**src/rtl/pae_walk_pkg.sv**
```systemverilog
`timescale 1ns/1ps
package pae_walk_pkg;
    localparam int VA_W   = 32;
    localparam int PA_W   = 32;
    localparam int ENT_W  = 64;
    localparam int ERR_W  = 5;
    localparam int PG_SH  = 12;
    localparam int BIG_SH = 21;
    localparam int PTR_SH = 30;
    localparam int SLOT_SH = 3;
    localparam int CR3_CLR = 5;

    // entry bit positions
    localparam int B_P  = 0;
    localparam int B_RW = 1;
    localparam int B_US = 2;
    localparam int B_A  = 5;
    localparam int B_D  = 6;
    localparam int B_PS = 7;
    localparam int B_NX = 63;

    localparam logic [1:0] ACC_WR    = 2'd1;
    localparam logic [1:0] ACC_FETCH = 2'd2;

    typedef enum logic [2:0] {
        ST_IDLE, ST_PTR, ST_DIR, ST_DIR_MARK, ST_TBL, ST_FINAL_WB
    } walk_st_e;

    typedef enum logic [1:0] {LV_PTR, LV_DIR, LV_TBL} walk_lvl_e;
endpackage

```
**src/rtl/pae_entry_addr.sv**
```systemverilog
`timescale 1ns/1ps
module pae_entry_addr
    import pae_walk_pkg::*;
(
    input  walk_lvl_e             lvl,
    input  logic [PA_W-1:0]       cr3,
    input  logic [VA_W-1:0]       va,
    input  logic [PA_W-1:PG_SH]   ptr_base,
    input  logic [PA_W-1:PG_SH]   dir_base,
    input  logic [PA_W-1:0]       mask,
    output logic [PA_W-1:0]       addr
);
    localparam int IDX_W = BIG_SH - PG_SH;
    logic [PA_W-1:0] raw;
    logic unused_cr3_low;
    assign unused_cr3_low = ^cr3[CR3_CLR-1:0];

    always_comb begin
        unique case (lvl)
            LV_PTR: raw = {cr3[PA_W-1:CR3_CLR], {CR3_CLR{1'b0}}}
                        + PA_W'({va[VA_W-1:PTR_SH], {SLOT_SH{1'b0}}});
            LV_DIR: raw = {ptr_base, {PG_SH{1'b0}}}
                        + PA_W'({va[PTR_SH-1:BIG_SH], {SLOT_SH{1'b0}}});
            LV_TBL: raw = {dir_base, {PG_SH{1'b0}}}
                        + PA_W'({va[PG_SH+IDX_W-1:PG_SH], {SLOT_SH{1'b0}}});
            default: raw = '0;
        endcase
        addr = raw & mask;
    end
endmodule

```
**src/rtl/pae_perm_eval.sv**
```systemverilog
`timescale 1ns/1ps
module pae_perm_eval
    import pae_walk_pkg::*;
(
    input  logic [ENT_W-1:0] ent,
    input  logic             up_u,
    input  logic             up_rw,
    input  logic             up_nx,
    input  logic [1:0]       acc,
    input  logic             usr,
    input  logic             wp,
    output logic             prot_fault,
    output logic             wb_need,
    output logic [ENT_W-1:0] wb_ent,
    output logic             can_w,
    output logic             can_x
);
    logic u_c, rw_c, nx_c, is_wr, is_fetch, dirty_new, d_after;

    always_comb begin
        u_c       = up_u  & ent[B_US];
        rw_c      = up_rw & ent[B_RW];
        nx_c      = up_nx | ent[B_NX];
        is_wr     = acc[0];
        is_fetch  = (acc == ACC_FETCH);
        prot_fault = (is_fetch && nx_c)
                   || (usr && (!u_c || (is_wr && !rw_c)))
                   || (!usr && wp && is_wr && !rw_c);
        dirty_new = is_wr && !ent[B_D];
        wb_need   = !ent[B_A] || dirty_new;
        wb_ent    = ent | (ENT_W'(1) << B_A) | (ENT_W'(dirty_new) << B_D);
        d_after   = ent[B_D] | dirty_new;
        can_w     = d_after && (usr ? rw_c : (!wp || rw_c));
        can_x     = !nx_c;
    end
endmodule

```
**src/rtl/pae_walker.sv**
```systemverilog
`timescale 1ns/1ps
module pae_walker
    import pae_walk_pkg::*;
(
    input  logic                 clk,
    input  logic                 rst_n,
    input  logic                 req_valid,
    input  logic [VA_W-1:0]      req_vaddr,
    input  logic [1:0]           req_acc,
    input  logic                 req_user,
    input  logic [PA_W-1:0]      cr3_base,
    input  logic                 wp_enable,
    input  logic                 nx_enable,
    input  logic [PA_W-1:0]      a20_mask,
    output logic                 mem_req,
    output logic                 mem_we,
    output logic [PA_W-1:0]      mem_addr,
    output logic [ENT_W-1:0]     mem_wdata,
    input  logic                 mem_ack,
    input  logic [ENT_W-1:0]     mem_rdata,
    output logic                 done,
    output logic                 fault,
    output logic [ERR_W-1:0]     err_code,
    output logic [PA_W-1:0]      paddr,
    output logic                 perm_r,
    output logic                 perm_w,
    output logic                 perm_x
);
    typedef struct packed {
        walk_st_e             st;
        logic [VA_W-1:0]      va;
        logic [1:0]           acc;
        logic                 usr;
        logic                 wp;
        logic                 nxe;
        logic [PA_W-1:0]      cr3;
        logic [PA_W-1:0]      a20;
        logic [PA_W-1:PG_SH]  ptr_base;
        logic [PA_W-1:PG_SH]  dir_base;
        logic                 up_u;
        logic                 up_rw;
        logic                 up_nx;
        logic [ENT_W-1:0]     wb_ent;
        walk_lvl_e            wb_lvl;
        logic                 done;
        logic                 flt;
        logic [ERR_W-1:0]     err;
        logic [PA_W-1:0]      pa;
        logic                 pr;
        logic                 pw;
        logic                 px;
    } walk_t;

    walk_t q, n;

    walk_lvl_e       lvl_sel;
    logic            pv_fault, pv_wb, pv_w, pv_x;
    logic [ENT_W-1:0] pv_ent;
    logic            in_dir, ev_u, ev_rw, ev_nx;
    logic [PA_W-1:0] leaf_base, leaf_off, leaf_pa;
    logic            lf, fl, fp, fr;

    always_comb begin
        unique case (q.st)
            ST_PTR:               lvl_sel = LV_PTR;
            ST_DIR, ST_DIR_MARK:  lvl_sel = LV_DIR;
            ST_TBL:               lvl_sel = LV_TBL;
            ST_FINAL_WB:          lvl_sel = q.wb_lvl;
            default:              lvl_sel = LV_PTR;
        endcase
    end

    pae_entry_addr u_addr (
        .lvl      (lvl_sel),
        .cr3      (q.cr3),
        .va       (q.va),
        .ptr_base (q.ptr_base),
        .dir_base (q.dir_base),
        .mask     (q.a20),
        .addr     (mem_addr)
    );

    assign in_dir = (q.st == ST_DIR);
    assign ev_u   = in_dir ? 1'b1 : q.up_u;
    assign ev_rw  = in_dir ? 1'b1 : q.up_rw;
    assign ev_nx  = in_dir ? 1'b0 : q.up_nx;

    pae_perm_eval u_perm (
        .ent        (mem_rdata),
        .up_u       (ev_u),
        .up_rw      (ev_rw),
        .up_nx      (ev_nx),
        .acc        (q.acc),
        .usr        (q.usr),
        .wp         (q.wp),
        .prot_fault (pv_fault),
        .wb_need    (pv_wb),
        .wb_ent     (pv_ent),
        .can_w      (pv_w),
        .can_x      (pv_x)
    );

    always_comb begin
        if (in_dir) begin
            leaf_base = {mem_rdata[PA_W-1:BIG_SH], {BIG_SH{1'b0}}};
            leaf_off  = PA_W'(q.va[BIG_SH-1:0]);
        end else begin
            leaf_base = {mem_rdata[PA_W-1:PG_SH], {PG_SH{1'b0}}};
            leaf_off  = PA_W'(q.va[PG_SH-1:0]);
        end
        leaf_pa = (leaf_base & q.a20 & ~PA_W'((1 << PG_SH) - 1)) | leaf_off;
    end

    always_comb begin
        n = q;
        n.done = 1'b0;
        lf = 1'b0; fl = 1'b0; fp = 1'b0; fr = 1'b0;
        unique case (q.st)
            ST_IDLE: if (req_valid) begin
                n.st  = ST_PTR;
                n.va  = req_vaddr;
                n.acc = req_acc;
                n.usr = req_user;
                n.wp  = wp_enable;
                n.nxe = nx_enable;
                n.cr3 = cr3_base;
                n.a20 = a20_mask;
                n.flt = 1'b0;
                n.err = '0;
                n.pa  = '0;
                n.pr  = 1'b0;
                n.pw  = 1'b0;
                n.px  = 1'b0;
            end
            ST_PTR: if (mem_ack) begin
                if (!mem_rdata[B_P]) fl = 1'b1;
                else begin
                    n.ptr_base = mem_rdata[PA_W-1:PG_SH];
                    n.st = ST_DIR;
                end
            end
            ST_DIR: if (mem_ack) begin
                if (!mem_rdata[B_P]) fl = 1'b1;
                else if (!q.nxe && mem_rdata[B_NX]) begin
                    fl = 1'b1; fr = 1'b1;
                end else begin
                    n.dir_base = mem_rdata[PA_W-1:PG_SH];
                    n.up_u  = mem_rdata[B_US];
                    n.up_rw = mem_rdata[B_RW];
                    n.up_nx = mem_rdata[B_NX];
                    if (mem_rdata[B_PS]) lf = 1'b1;
                    else if (!mem_rdata[B_A]) begin
                        n.wb_ent = mem_rdata | (ENT_W'(1) << B_A);
                        n.st = ST_DIR_MARK;
                    end else n.st = ST_TBL;
                end
            end
            ST_DIR_MARK: if (mem_ack) n.st = ST_TBL;
            ST_TBL: if (mem_ack) begin
                if (!mem_rdata[B_P]) fl = 1'b1;
                else if (!q.nxe && mem_rdata[B_NX]) begin
                    fl = 1'b1; fr = 1'b1;
                end else lf = 1'b1;
            end
            ST_FINAL_WB: if (mem_ack) begin
                n.st = ST_IDLE;
                n.done = 1'b1;
            end
            default: n.st = ST_IDLE;
        endcase

        if (lf) begin
            if (pv_fault) begin
                fl = 1'b1; fp = 1'b1;
            end else begin
                n.pa = leaf_pa;
                n.pr = 1'b1;
                n.pw = pv_w;
                n.px = pv_x;
                n.wb_lvl = in_dir ? LV_DIR : LV_TBL;
                if (pv_wb) begin
                    n.wb_ent = pv_ent;
                    n.st = ST_FINAL_WB;
                end else begin
                    n.st = ST_IDLE;
                    n.done = 1'b1;
                end
            end
        end

        if (fl) begin
            n.flt = 1'b1;
            n.err = {(q.acc == ACC_FETCH) && q.nxe, fr, q.usr, q.acc[0], fp};
            n.pa  = '0;
            n.pr  = 1'b0;
            n.pw  = 1'b0;
            n.px  = 1'b0;
            n.st  = ST_IDLE;
            n.done = 1'b1;
        end
    end

    always_ff @(posedge clk or negedge rst_n) begin
        if (!rst_n) q <= '0;
        else        q <= n;
    end

    assign mem_req   = (q.st != ST_IDLE);
    assign mem_we    = (q.st == ST_DIR_MARK) || (q.st == ST_FINAL_WB);
    assign mem_wdata = q.wb_ent;
    assign done      = q.done;
    assign fault     = q.flt;
    assign err_code  = q.err;
    assign paddr     = q.pa;
    assign perm_r    = q.pr;
    assign perm_w    = q.pw;
    assign perm_x    = q.px;


    req_hold_chk: assert property (@(posedge clk) disable iff (!rst_n)
        (mem_req && !mem_ack) |=> (mem_req && $stable(mem_addr) && $stable(mem_we)));

    done_pulse_chk: assert property (@(posedge clk) disable iff (!rst_n)
        done |=> !done);

    fault_noperm_chk: assert property (@(posedge clk) disable iff (!rst_n)
        (done && fault) |-> (!perm_r && !perm_w && !perm_x && paddr == '0));

    fetch_flag_chk: assert property (@(posedge clk) disable iff (!rst_n)
        (done && fault && err_code[4]) |-> (q.acc == ACC_FETCH && q.nxe));

    wb_marked_chk: assert property (@(posedge clk) disable iff (!rst_n)
        (mem_req && mem_we) |-> mem_wdata[B_A]);

    write_grant_chk: assert property (@(posedge clk) disable iff (!rst_n)
        (done && !fault && q.acc == ACC_WR) |-> (perm_w && perm_r));
endmodule

```
**config.mk**
```make
export PLATFORM = sky130hd
export DESIGN_NAME = pae_walker
export DESIGN_NICKNAME = d
export VERILOG_FILES = /design/src/rtl/pae_walk_pkg.sv /design/src/rtl/pae_entry_addr.sv /design/src/rtl/pae_perm_eval.sv /design/src/rtl/pae_walker.sv
export SDC_FILE = /design/constraint.sdc
export NUM_CORES = 1
export LEC_CHECK = 0
export CAP_MARGIN = 5
export CORE_ASPECT_RATIO = 0.6
export CORE_MARGIN = 2
export CORE_UTILIZATION = 52
export CTS_CLUSTER_SIZE = 28
export DETAILED_ROUTE_END_ITERATION = 10
export GPL_ROUTABILITY_DRIVEN = 0
export PLACE_DENSITY_LB_ADDON = 0.1
export SLEW_MARGIN = 30
export SYNTH_ARGS = -nofsm -noshare
export SYNTH_HDL_FRONTEND = slang
export SYNTH_SLANG_ARGS = --single-unit
```
**constraint.sdc**
```tcl
create_clock -name clk -period 3.7 [get_ports clk]
set_input_delay 0.74 -clock clk [delete_from_list [all_inputs] [get_ports clk]]
set_output_delay 0.74 -clock clk [all_outputs]
set_load 0.03 [all_outputs]
```
==> results of run 1 <==
routing by layer:
metal  global-route usage [%]  part of all wire (%)  vias to the layer above  routed length (µm)
met4                     4.73                   1.4                        0                 419
met2                     37.4                    42                      364               12600
li1                         -                     -                     3929                   -
met1                     40.6                    46                     4154               13800
met3                     7.72                    11                       32                3170
met5                        0                     0                        -                   0
worst max path at each step:
stage | to | slack (ns) | cells past startpoint
floorplan | mem_addr[21] | 0.73 | 8
finish | mem_addr[8] | 0.20 | 7
detailed placement | mem_wdata[56] | 0.58 | 6
CTS | mem_addr[4] | 0.20 | 7
global placement | mem_wdata[1] | 0.59 | 6
global route | mem_addr[8] | 0.004 | 7
layout make-up:
type | instances | area, µm² | area share [%]
flip-flops and latches | 247 | 6180 | 42.7
multi-input cells | 668 | 3990 | 27.6
repair buffers | 322 | 3170 | 21.9
clock buffers | 35 | 691 | 4.78
well taps | 279 | 349 | 2.41
clock inverters | 3 | 68.8 | 0.476
inverters | 4 | 15.0 | 0.104
diodes | 2 | 5.00 | 0.0346
per-stage QoR:
step	hold WS [ns]	worst slack [ns]
finish	0.207	0.200
global route	0.254	0.00412
CTS	0.230	0.200
detailed placement	0.456	0.581
global placement	0.450	0.590
floorplan	0.436	0.729
power by group through the flow:
stage          clock [mW]  sequential, mW  combinational [mW]
2_1_floorplan           0            4.34                3.87
3_3_place_gp            0            4.50                5.30
3_5_place_dp            0            4.55                5.39
4_1_cts              2.44            4.52                5.41
5_1_grt              2.56            4.66                5.83
6_report             2.40            4.53                5.37
cells in the final DEF (no fill, tap or decap), drive strengths merged, types with 8 or more instances in the layout:
master,Yosys,final
nand2,325,325
a32oi,9,9
a21oi,31,31
a222oi,29,29
o21ai,8,8
buf,115,55
dfrtp,247,247
clkdlybuf4s50,0,267
a32o,11,11
clkbuf,56,35
mux2,104,104
nor2,54,54
nand3,41,41
cell families (layout without fill, tap and decap cells):
family / Yosys count / after routing
simple gates: 447 / 447
compound gates: 108 / 108
xor+xnor: 1 / 1
mux: 109 / 109
other cells: 1 / 5
buf+inv: 175 / 364
flops: 247 / 247
worst max-delay path, stage by stage (launching register included):
cell and delay [ns]:
dfrtp_1 0.61, nor2b_1 0.27, nand3_1 0.15, o21ai_4 0.37, buf_4 0.35, a222oi_1 0.10
nor2_1 0.21, buf_4 0.20
sequential cells by signal, indices dropped and copies added, names as in the netlist:
name,flops
done,1
err_code,5
fault,1
mem_wdata,64
paddr,32
perm_r,1
perm_w,1
perm_x,1
q,141
==> results by group, run 1 <==
Run status
  – Status: completed

Timing
  – Unrepaired setup endpoints after global routing: false
  – Fmax: 286 MHz
  – Hold Fails Final Rpt: 0
  – Slew margin rel.: 37.0%
  – Final setup viols: 0
  – Crit share post-route: 94.6%
  – Layout Skew: 0.00994 ns
  – Setup TNS: 0 ns
  – Slew @ Worst Pin: 0.946 ns
  – Fin crit period: 3.50 ns
  – Final Max Tran Viols: 0

Critical path
  – CP startpoint: q[254]
  – CP max FO: 19
  – Worst r2r path cells: 6
  – Worst r2r dst: q[42]
  – Crit start category: flip-flop
  – Critical path capture point type: primary output
  – Worst endpoint data arrival time: 2.76 ns
  – Kind of critical path: flip-flop to primary output
  – Reg2reg setup slack: 0.73 ns
  – RR Startpoint: q[253]
  – Critical path required time: 2.96 ns

Place
  – Buffers on Ports: 297
  – Detailed Place HPWL: 21000 µm
  – Cell Area, Placed: 13700 µm²
  – Inst Count DP: 1520

Floorplan
  – I/O Pins: 309
  – Die Area: 22700 µm²
  – Die Ht: 117 µm
  – Core ar.: 21000 µm²
  – Initial Util: 53.0%
  – Placement Rows: 41
  – Die Width: 193 µm

Yosys
  – Yosys cell types: 50
  – Commonest cells in the netlist: 325 x nand2_1, 247 x dfrtp_1, 104 x buf_4, 57 x mux2_1, 56 x clkbuf_1
  – Synthesized cell area: 11200 µm²
  – Mux contribution to synthesized area: 10.9%
  – Synth area leaders: dfrtp_1 55%, nand2_1 11%, buf_4 7.0%, mux2_1 5.8%, mux2_2 4.7%
  – Synth warnings: 0
  – Xor/xnor cell area share of the yosys netlist: 0.0785%
  – Cells after synthesis: 1088
  – Simple logic cell fraction of the synthesized area: 16.2%
  – Sequential area share after synthesis: 55.4%
  – Synthesized flop and latch total: 247
  – Count leader, synth: nand2_1
  – Avg Cell Area, Syn: 10.3 µm²
  – Synth top area share: 55.4%
  – Largest family of logic cells by synthesized area: simple AND/OR/NAND/NOR gates
  – Ys flop type: dfrtp_1
  – Compound-Gate Fraction of Synth Area: 7.82%
  – Post-synth ARST share: 100%
  – Area share of fa/ha/maj cells after synthesis: 0%
  – Biggest area consumer among synthesized cells: dfrtp_1
  – Post-synth EDFFs: 0

Cells and area
  – Design area: 14500 µm²
  – Final Core Density: 68.8%
  – Post-Layout Cell Count: 1560
  – Share of cells above drive strength 1: 11.7%
  – Nets: 1435
  – # fillers: 1630
  – Area grow syn2layout: 29.7%

Clocking
  – Setup Buffers After CTS: 0
  – TritonCTS clock tree: done
  – CTS sink cnt: 247
  – Resize count post-CTS: 0
  – Clk slew on worst S/H paths: 0.06 ns
  – CTS hold repair buffers: 0
  – Total CTS buffers: 23
  – Root Buffer: clkbuf_16
  – Max Root-Sink Buffers: 3
  – Clk Latency, worst-skew pair: 0.50 ns
  – H-tree depth: 1

Global route
  – Vias in the first global route: 8399
  – Largest net degree at the start of global routing: 86
  – Total global-route track usage: 26.4%
  – Global route overflow: 0
  – First-pass GRT wire length: 46800 µm
  – Antenna violations before repair: 2

Power
  – Leakage dissipation: 6.78 nW
  – Internal power: 7.41 mW
  – Pwr dens: 850 nW/µm²
  – Combinational cell fraction of total power: 43.7%
  – Worst vdd ir: 438 µV
  – Sw Pwr: 4.88 mW
  – Clk pwr share: 19.5%
  – Switching Share: 39.7%
  – Total power: 12.3 mW
  – Flop pwr share: 36.8%

Detailed routing
  – Post-detailed-route count of antenna-violating nets: 0
  – WL final: 30000 µm
  – DRC Markers: 0
  – DR vias: 8479
  – WL/cell: 19.2 µm
  – Vias per inst: 5.44
  – Initial DRT Pass Iterations: 6
  – Starting DRC count in detailed routing: 741

Run
  – Max-Cap Viols: 0

Min path
  – Worst hold path type: input port to asynchronous set/reset pin
(Power assumes the default switching activity.)
==> run 2, diff against run 1 <==
--- a/config.mk
+++ b/config.mk
@@ -6,13 +6,16 @@
 export NUM_CORES = 1
 export LEC_CHECK = 0
 export CAP_MARGIN = 5
+export CELL_PAD_IN_SITES_DETAIL_PLACEMENT = 0
+export CELL_PAD_IN_SITES_GLOBAL_PLACEMENT = 2
 export CORE_ASPECT_RATIO = 0.6
 export CORE_MARGIN = 2
-export CORE_UTILIZATION = 52
+export CORE_UTILIZATION = 27
 export CTS_CLUSTER_SIZE = 28
 export DETAILED_ROUTE_END_ITERATION = 10
 export GPL_ROUTABILITY_DRIVEN = 0
 export PLACE_DENSITY_LB_ADDON = 0.1
+export RECOVER_POWER = 25
 export SLEW_MARGIN = 30
 export SYNTH_ARGS = -nofsm -noshare
 export SYNTH_HDL_FRONTEND = slang
==> constraint.sdc (replaced) <==
create_clock -name clk -period 2.95 [get_ports clk]
set_input_delay 0.59 -clock clk [delete_from_list [all_inputs] [get_ports clk]]
set_output_delay 0.59 -clock clk [all_outputs]
set_load 0.03 [all_outputs]
==> run 2 against run 1 <==
The run now ends with capacitance limit, slew limit left; non-clock buffer count grew 36; setup slack lost 0.18 ns; worst hold slack gained 0.27 ns; routed wire length grew 25%; sequential cell count is the same; critical endpoint is now mem_addr[9]; largest cell class unchanged; critical path type unchanged.
==> results by group, run 2 (synthesis gave the netlist of run 1 again) <==
Critical path
  – Cells along the critical path: nand2b_4 > o21a_4 > buf_12 > a222oi_1 > nor2_1 > buf_4 (was nor2b_1 > nand3_1 > o21ai_4 > buf_4 > a222oi_1 > nor2_1 > buf_4)
  – Critical path capture point type: primary output (unchanged)
  – Worst r2r path cells: 7 (was 6)
  – Worst endpoint data arrival time: 2.34 ns (was 2.76 ns)
  – Slowest cell delay on critical path: 0.51 ns (was 0.61 ns)
  – Worst r2r dst: q[116] (was q[42])
  – Reg2reg setup slack: 0.21 ns (was 0.73 ns)
  – CP max FO: 3 (was 19)
  – RR Startpoint: q[252] (was q[253])
  – Critical-path cell with the highest stage delay: a222oi_1 (was dfrtp_1)
  – Critical path required time: 2.36 ns (was 2.96 ns)
  – Kind of critical path: flip-flop to primary output (unchanged)
  – Crit start category: flip-flop (unchanged)

Timing
  – Final setup viols: 0 (unchanged)
  – Fin crit period: 2.93 ns
  – Crit share post-route: 99.3%
  – Unrepaired setup endpoints after global routing: true (was false)
  – Final worst slack: 0.0195 ns (was 0.200 ns)
  – Fmax: 341 MHz
  – Layout Skew: 0.0281 ns (was 0.00994 ns)
  – Slew @ Worst Pin: 1.93 ns (was 0.946 ns)
  – Slew margin rel.: -29.0% (was 37.0%)
  – Hold Fails Final Rpt: 0 (unchanged)
  – Final Max Tran Viols: 73 (was 0)

Run status
  – Status: finished, violations left (was completed)
  – Failing checks: capacitance limit, slew limit

Cells and area
  – Final Core Density: 38.2% (was 68.8%)
  – Nets: 1475 (was 1435)
  – Commonest non-fill, non-tap cell in the layout: nand2_1 (unchanged)
  – Share of cells above drive strength 1: 15.5% (was 11.7%)
  – Most flops, register: q (unchanged)
  – Area grow syn2layout: 38.9% (was 29.7%)
  – Design area: 15500 µm² (was 14500 µm²)
  – Max reg flops: 141 (unchanged)
  – Commonest non-fill, non-tap cells in the layout: 324 x nand2_1, 265 x clkdlybuf4s50_1, 243 x dfrtp_1, 57 x mux2_1, 54 x buf_4 (was 324 x nand2_1, 267 x clkdlybuf4s50_1, 247 x dfrtp_1, 57 x mux2_1, 52 x nor2_1)

Detailed routing
  – Starting DRC count in detailed routing: 578 (was 741)
  – Met3 wire len: 1730 µm (was 3170 µm)
  – Vias per inst: 4.58 (was 5.44)
  – Post-detailed-route count of antenna-violating nets: 0 (unchanged)
  – DR vias: 8532 (was 8479)
  – Initial DRT Pass Iterations: 5 (was 6)
  – DR top layer: met4 (unchanged)
  – DRC Markers: 0 (unchanged)
  – M1 WL: 19000 µm (was 13800 µm)
  – Met2 wire length: 16100 µm (was 12600 µm)
  – WL/cell: 20.2 µm (was 19.2 µm)
  – WL final: 37500 µm (was 30000 µm)

Min path
  – Hold Path Stages: 2
  – Worst hold endpoint: q[156]
  – Worst hold path type: flip-flop to flip-flop (was input port to asynchronous set/reset pin)
  – Worst hold start: q[156]

Place
  – Buffers on Ports: 297 (unchanged)
  – Detailed Place HPWL: 26200 µm (was 21000 µm)
  – Cell Area, Placed: 14400 µm² (was 13700 µm²)
  – Dpl ws: 0.116 ns (was 0.581 ns)

Floorplan
  – Initial Util: 27.5% (was 53.0%)
  – Core ar.: 40600 µm² (was 21000 µm²)
  – I/O Pins: 309 (unchanged)
  – Die Ht: 161 µm (was 117 µm)
  – Die Width: 266 µm (was 193 µm)
  – Placement Rows: 57 (was 41)
  – Die Area: 43000 µm² (was 22700 µm²)

Global route
  – First-pass GRT wire length: 56800 µm (was 46800 µm)
  – Vias in the first global route: 8707 (was 8399)
  – Global route overflow: 0 (unchanged)
  – Total global-route track usage: 17.4% (was 26.4%)
  – Antenna violations before repair: 3 (was 2)
  – Largest net degree at the start of global routing: 73 (was 86)

Clocking
  – CTS sink cnt: 247 (unchanged)
  – Root Buffer: clkbuf_16 (unchanged)
  – TritonCTS clock tree: done (unchanged)
  – Max Root-Sink Buffers: 3 (unchanged)
  – Clk slew on worst S/H paths: 0.07 ns (was 0.06 ns)
  – Total CTS buffers: 27 (was 23)
  – Clk Latency, worst-skew pair: 0.57 ns (was 0.50 ns)
  – H-tree depth: 1 (unchanged)

Power
  – Pwr dens: 1100 nW/µm² (was 850 nW/µm²)
  – Worst vdd ir: 349 µV (was 438 µV)
  – Leakage dissipation: 7.16 nW (was 6.78 nW)

Run
  – Max-Cap Viols: 1 (was 0)
==> run 2: cell types whose count changed in the layout (fill, tap and decap cells not counted), sizes merged <==
| cell | change |
|---|---|
| clkbuf | +7 |
| clkdlybuf4s50 | -2 |
| clkinv | +8 |
| dlygate4sd2 | +2 |
| bufbuf | +1 |
| inv | +1 |
| bufinv | +4 |
| buf | +27 |
| diode | +1 |
==> run 2: per-stage QoR <==
| step | total power [mW] | std cells | hold WS [ns] | TNS, ns |
|---|---|---|---|---|
| 3_5_place_dp | 13.1 | 1795 | 0.460 | 0 |
| 5_1_grt | 18.2 | 1859 | 0.495 | -3.63 |
| 6_report | 17.1 | 1861 | 0.472 | 0 |
| 3_3_place_gp | 13.0 | 1795 | 0.450 | 0 |
| 2_1_floorplan | 10.3 | 1090 | 0.294 | 0 |
| 4_1_cts | 17.4 | 1858 | 0.0184 | -0.0559 |
==> run 2: cell type report <==
class	instances	area, µm²
diodes	3	7.51
clock buffers	34	742
clock inverters	16	238
fillers	4010	25100
inverters	4	15.0
multi-input cells	668	4020
flip-flops and latches	247	6190
well taps	531	664
repair buffers	358	3610
==> run 2: per-layer routing <==
metal  vias up  global-route usage, %
met5         -                      0
met4         0                   3.55
met3        47                   3.32
met2       195                   25.2
met1      4256                   26.6
li1       4034                      -
==> run 2: what timing repair did <==
item                       CTS  global route
hold buffers                 0             0
pin swaps                    7            12
setup endpoints to repair   29            25
resized for setup           42            11
gates cloned                 1             0
setup buffers               12             0
==> run 2: report_power, final <==
part | internal (mW) | switching (mW) | total (mW)
combinational | 3.24 | 4.38 | 7.62
clock | 2.31 | 1.51 | 3.81
sequential | 4.80 | 0.845 | 5.65
==> run 2: worst max-delay path by stage <==
stage | from | to | slack, ns
6_report | q[253] | mem_addr[9] | 0.02
5_1_grt | q[253] | mem_addr[16] | -0.09
4_1_cts | q[254] | mem_addr[23] | -0.03
3_5_place_dp | mem_ack | perm_w | 0.12
3_3_place_gp | mem_ack | perm_w | 0.13
2_1_floorplan | q[252] | mem_addr[21] | 0.13
==> run 2: critical path, delay by kind of cell (launching register included) <==
family / cells / cell delay [ns]
AO/OA/AOI/OAI: 2 / 0.75
flip-flops: 1 / 0.42
buffers and inverters: 2 / 0.33
AND/OR/NAND/NOR: 2 / 0.27
==> run 3, diff against run 2 <==
--- a/config.mk
+++ b/config.mk
@@ -8,7 +8,6 @@
 export CAP_MARGIN = 5
 export CELL_PAD_IN_SITES_DETAIL_PLACEMENT = 0
 export CELL_PAD_IN_SITES_GLOBAL_PLACEMENT = 2
-export CORE_ASPECT_RATIO = 0.6
 export CORE_MARGIN = 2
 export CORE_UTILIZATION = 27
 export CTS_CLUSTER_SIZE = 28
==> constraint.sdc (replaced) <==
create_clock -name clk -period 2.95 [get_ports clk]
set_input_delay 0.59 -clock clk [delete_from_list [all_inputs] [get_ports clk]]
set_output_delay 0.59 -clock clk [all_outputs]
set_load 0.005 [all_outputs]
==> run 3 against run 2 <==
The run ends with capacitance limit, slew limit, setup timing left; register-to-register slack lost 0.02 ns; clock skew shrank 0.016 ns; critical path type unchanged; via count grew 0.96%; maximum frequency shrank 0.93%; cell area grew 0.63%; critical path depth grew 3; combinational power shrank 15%; routed wire length grew 1.9%; core utilization is essentially flat; setup slack lost 0.028 ns; non-clock buffer count grew 16; worst hold slack lost 0.0063 ns; largest power group unchanged.
==> results by group, run 3 (synthesis gave the netlist of run 1 again) <==
Floorplan
  – Core ar.: 40800 µm² (was 40600 µm²)
  – Die Ht: 207 µm (was 161 µm)
  – Initial Util: 27.3% (was 27.5%)
  – Die Width: 207 µm (was 266 µm)
  – I/O Pins: 309 (unchanged)
  – Die Area: 43000 µm² (about the same)
  – Placement Rows: 74 (was 57)

Detailed routing
  – WL final: 38200 µm (was 37500 µm)
  – Vias per inst: 4.58 (about the same)
  – DR vias: 8614 (was 8532)
  – WL/cell: 20.3 µm (was 20.2 µm)
  – DRC Markers: 0 (unchanged)
  – Initial DRT Pass Iterations: 5 (unchanged)
  – Post-detailed-route count of antenna-violating nets: 0 (unchanged)
  – Starting DRC count in detailed routing: 498 (was 578)

Cells and area
  – Nets: 1495 (was 1475)
  – # fillers: 4111 (was 4010)
  – Most flops, register: q (unchanged)
  – Area grow syn2layout: 39.7% (was 38.9%)
  – Commonest non-fill, non-tap cells in the layout: 324 x nand2_1, 267 x clkdlybuf4s50_1, 246 x dfrtp_1, 57 x mux2_1, 52 x nor2_1 (was 324 x nand2_1, 265 x clkdlybuf4s50_1, 243 x dfrtp_1, 57 x mux2_1, 54 x buf_4)
  – Area occupied by registers: 6180 µm² (was 6190 µm²)
  – Multi-input gate area: 4030 µm² (was 4020 µm²)
  – Ant. Diodes: 0 (was 3)
  – Post-Layout Cell Count: 1880 (was 1861)
  – Max reg flops: 141 (unchanged)
  – Commonest non-fill, non-tap cell in the layout: nand2_1 (unchanged)
  – Share of cells above drive strength 1: 16.2% (was 15.5%)

Timing
  – Unrepaired setup endpoints after global routing: true (unchanged)
  – Final worst slack: -0.00805 ns (was 0.0195 ns)
  – Final setup viols: 1 (was 0)
  – Slew margin rel.: -44.6% (was -29.0%)
  – Slew @ Worst Pin: 2.17 ns (was 1.93 ns)
  – Hold Fails Final Rpt: 0 (unchanged)
  – Layout Skew: 0.0116 ns (was 0.0281 ns)
  – Fin crit period: 2.96 ns (was 2.93 ns)
  – Fmax: 338 MHz (was 341 MHz)
  – Crit share post-route: 100% (was 99.3%)
  – Final Max Tran Viols: 74 (was 73)

Clocking
  – H-tree depth: 1 (unchanged)
  – TritonCTS clock tree: done (unchanged)
  – Clk Latency, worst-skew pair: 0.57 ns (about the same)
  – Clk slew on worst S/H paths: 0.06 ns (was 0.07 ns)
  – Total CTS buffers: 31 (was 27)
  – Max Root-Sink Buffers: 3 (unchanged)
  – CTS sink cnt: 247 (unchanged)
  – Root Buffer: clkbuf_16 (unchanged)
  – CTS hold repair buffers: 0 (unchanged)

Min path
  – Worst hold path type: flip-flop to flip-flop (unchanged)
  – Hold Path Stages: 1 (was 2)
  – Worst hold start: mem_wdata[0] (was q[156])
  – Worst hold endpoint: mem_wdata[0] (was q[156])

Place
  – Detailed Place HPWL: 24700 µm (was 26200 µm)
  – Dpl ws: 0.0873 ns (was 0.116 ns)
  – Buffers on Ports: 297 (unchanged)
  – Inst Count DP: 1798 (was 1795)

Critical path
  – Worst endpoint data arrival time: 2.37 ns (was 2.34 ns)
  – Reg2reg setup slack: 0.19 ns (was 0.21 ns)
  – CP startpoint: q[253] (unchanged)
  – Crit start category: flip-flop (unchanged)
  – Worst r2r dst: mem_wdata[30] (was q[116])
  – RR Startpoint: q[253] (was q[252])
  – CP max FO: 10 (was 3)
  – Critical path required time: 2.36 ns (about the same)
  – Kind of critical path: flip-flop to primary output (unchanged)
  – Worst r2r path cells: 9 (was 7)
  – Critical path capture point type: primary output (unchanged)

Global route
  – Global route overflow: 0 (unchanged)
  – Total global-route track usage: 17.5% (was 17.4%)
  – Vias in the first global route: 9026 (was 8707)
  – First-pass GRT wire length: 58300 µm (was 56800 µm)
  – Antenna violations before repair: 2 (was 3)
  – Largest net degree at the start of global routing: 119 (was 73)

Power
  – Worst vdd ir: 468 µV (was 349 µV)
  – Pwr dens: 1010 nW/µm² (was 1100 nW/µm²)
  – Leakage dissipation: 7.22 nW (was 7.16 nW)
  – Total power: 15.7 mW (was 17.1 mW)

Run status
  – Status: finished, violations left (unchanged)
  – Failing checks: capacitance limit, slew limit, setup timing (was capacitance limit, slew limit)

Run
  – Max-Cap Viols: 1 (unchanged)
==> run 3: cell count changes in the layout (fill, tap and decap cells not counted), moves of 3 or more <==
cell / delta
clkbuf_2: +15
buf_4: -7
buf_2: +6
clkbuf_16: +6
buf_12: -5
bufinv_16: -5
clkbuf_1: +5
buf_16: +4
buf_6: +3
dfrtp_1: +3
dfrtp_2: -3
diode_2: -3
==> run 3: worst max path at each step <==
stage               endpoint  slack, ns  cells after the start
3_5_place_dp   mem_wdata[30]       0.09                      8
2_1_floorplan   mem_addr[21]       0.43                      8
3_3_place_gp          perm_w        0.1                      8
5_1_grt         mem_addr[29]      -0.10                      8
4_1_cts         mem_addr[23]      -0.13                      9
6_report        mem_addr[23]     -0.008                      9
==> run 3: layer usage <==
metal	wire, µm	track usage, %
met1	18100	25.1
met2	17300	27.1
met4	726	3.62
met3	2080	3.83
met5	26	0
==> run 3: layout make-up <==
class	count	area share [%]
Clock buffer	47	5.75
Clock inverter	8	0.417
Inverter	4	0.0963
Multi-Input combinational cell	668	25.9
Sequential cell	247	39.7
Tap cell	532	4.27
Timing Repair Buffer	374	24.0
==> run 3: timing repair <==
item | 4_1_cts | 5_1_grt
setup endpoints to repair | 29 | 28
buffers inserted | 16 | 4
cloned | 4 | 3
hold endpoints to repair | 0 | 0
gates resized for setup | 73 | 42
pin swaps | 32 | 26
==> run 3: where the power goes <==
part | switching (mW) | internal, mW | leakage, nW
clock network | 1.45 | 2.15 | 0.478
logic | 3.19 | 3.26 | 3.57
registers | 0.830 | 4.80 | 3.18
==> run 3: per-stage QoR <==
| stage | TNS, ns | utilization (%) | hold slack [ns] | cell area [µm²] |
|---|---|---|---|---|
| 5_1_grt | -4.40 | 38.2 | 0.490 | 15600 |
| 6_report | -0.00805 | 38.2 | 0.466 | 15600 |
| 2_1_floorplan | 0 | - | 0.294 | 11200 |
| 3_5_place_dp | 0 | 35.2 | 0.455 | 14400 |
| 3_3_place_gp | 0 | 35.2 | 0.452 | 14400 |
| 4_1_cts | -0.259 | 38.1 | 0.0215 | 15600 |
==> run 3: critical path, cell delays in order, from the launching register on <==
cell and delay (ns):
dfrtp_1 0.43, buf_6 0.14, nand2b_4 0.08, o21ai_4 0.08, buf_12 0.14, buf_16 0.14, buf_4 0.15, a222oi_1 0.37
nor2_1 0.12, clkbuf_2 0.13
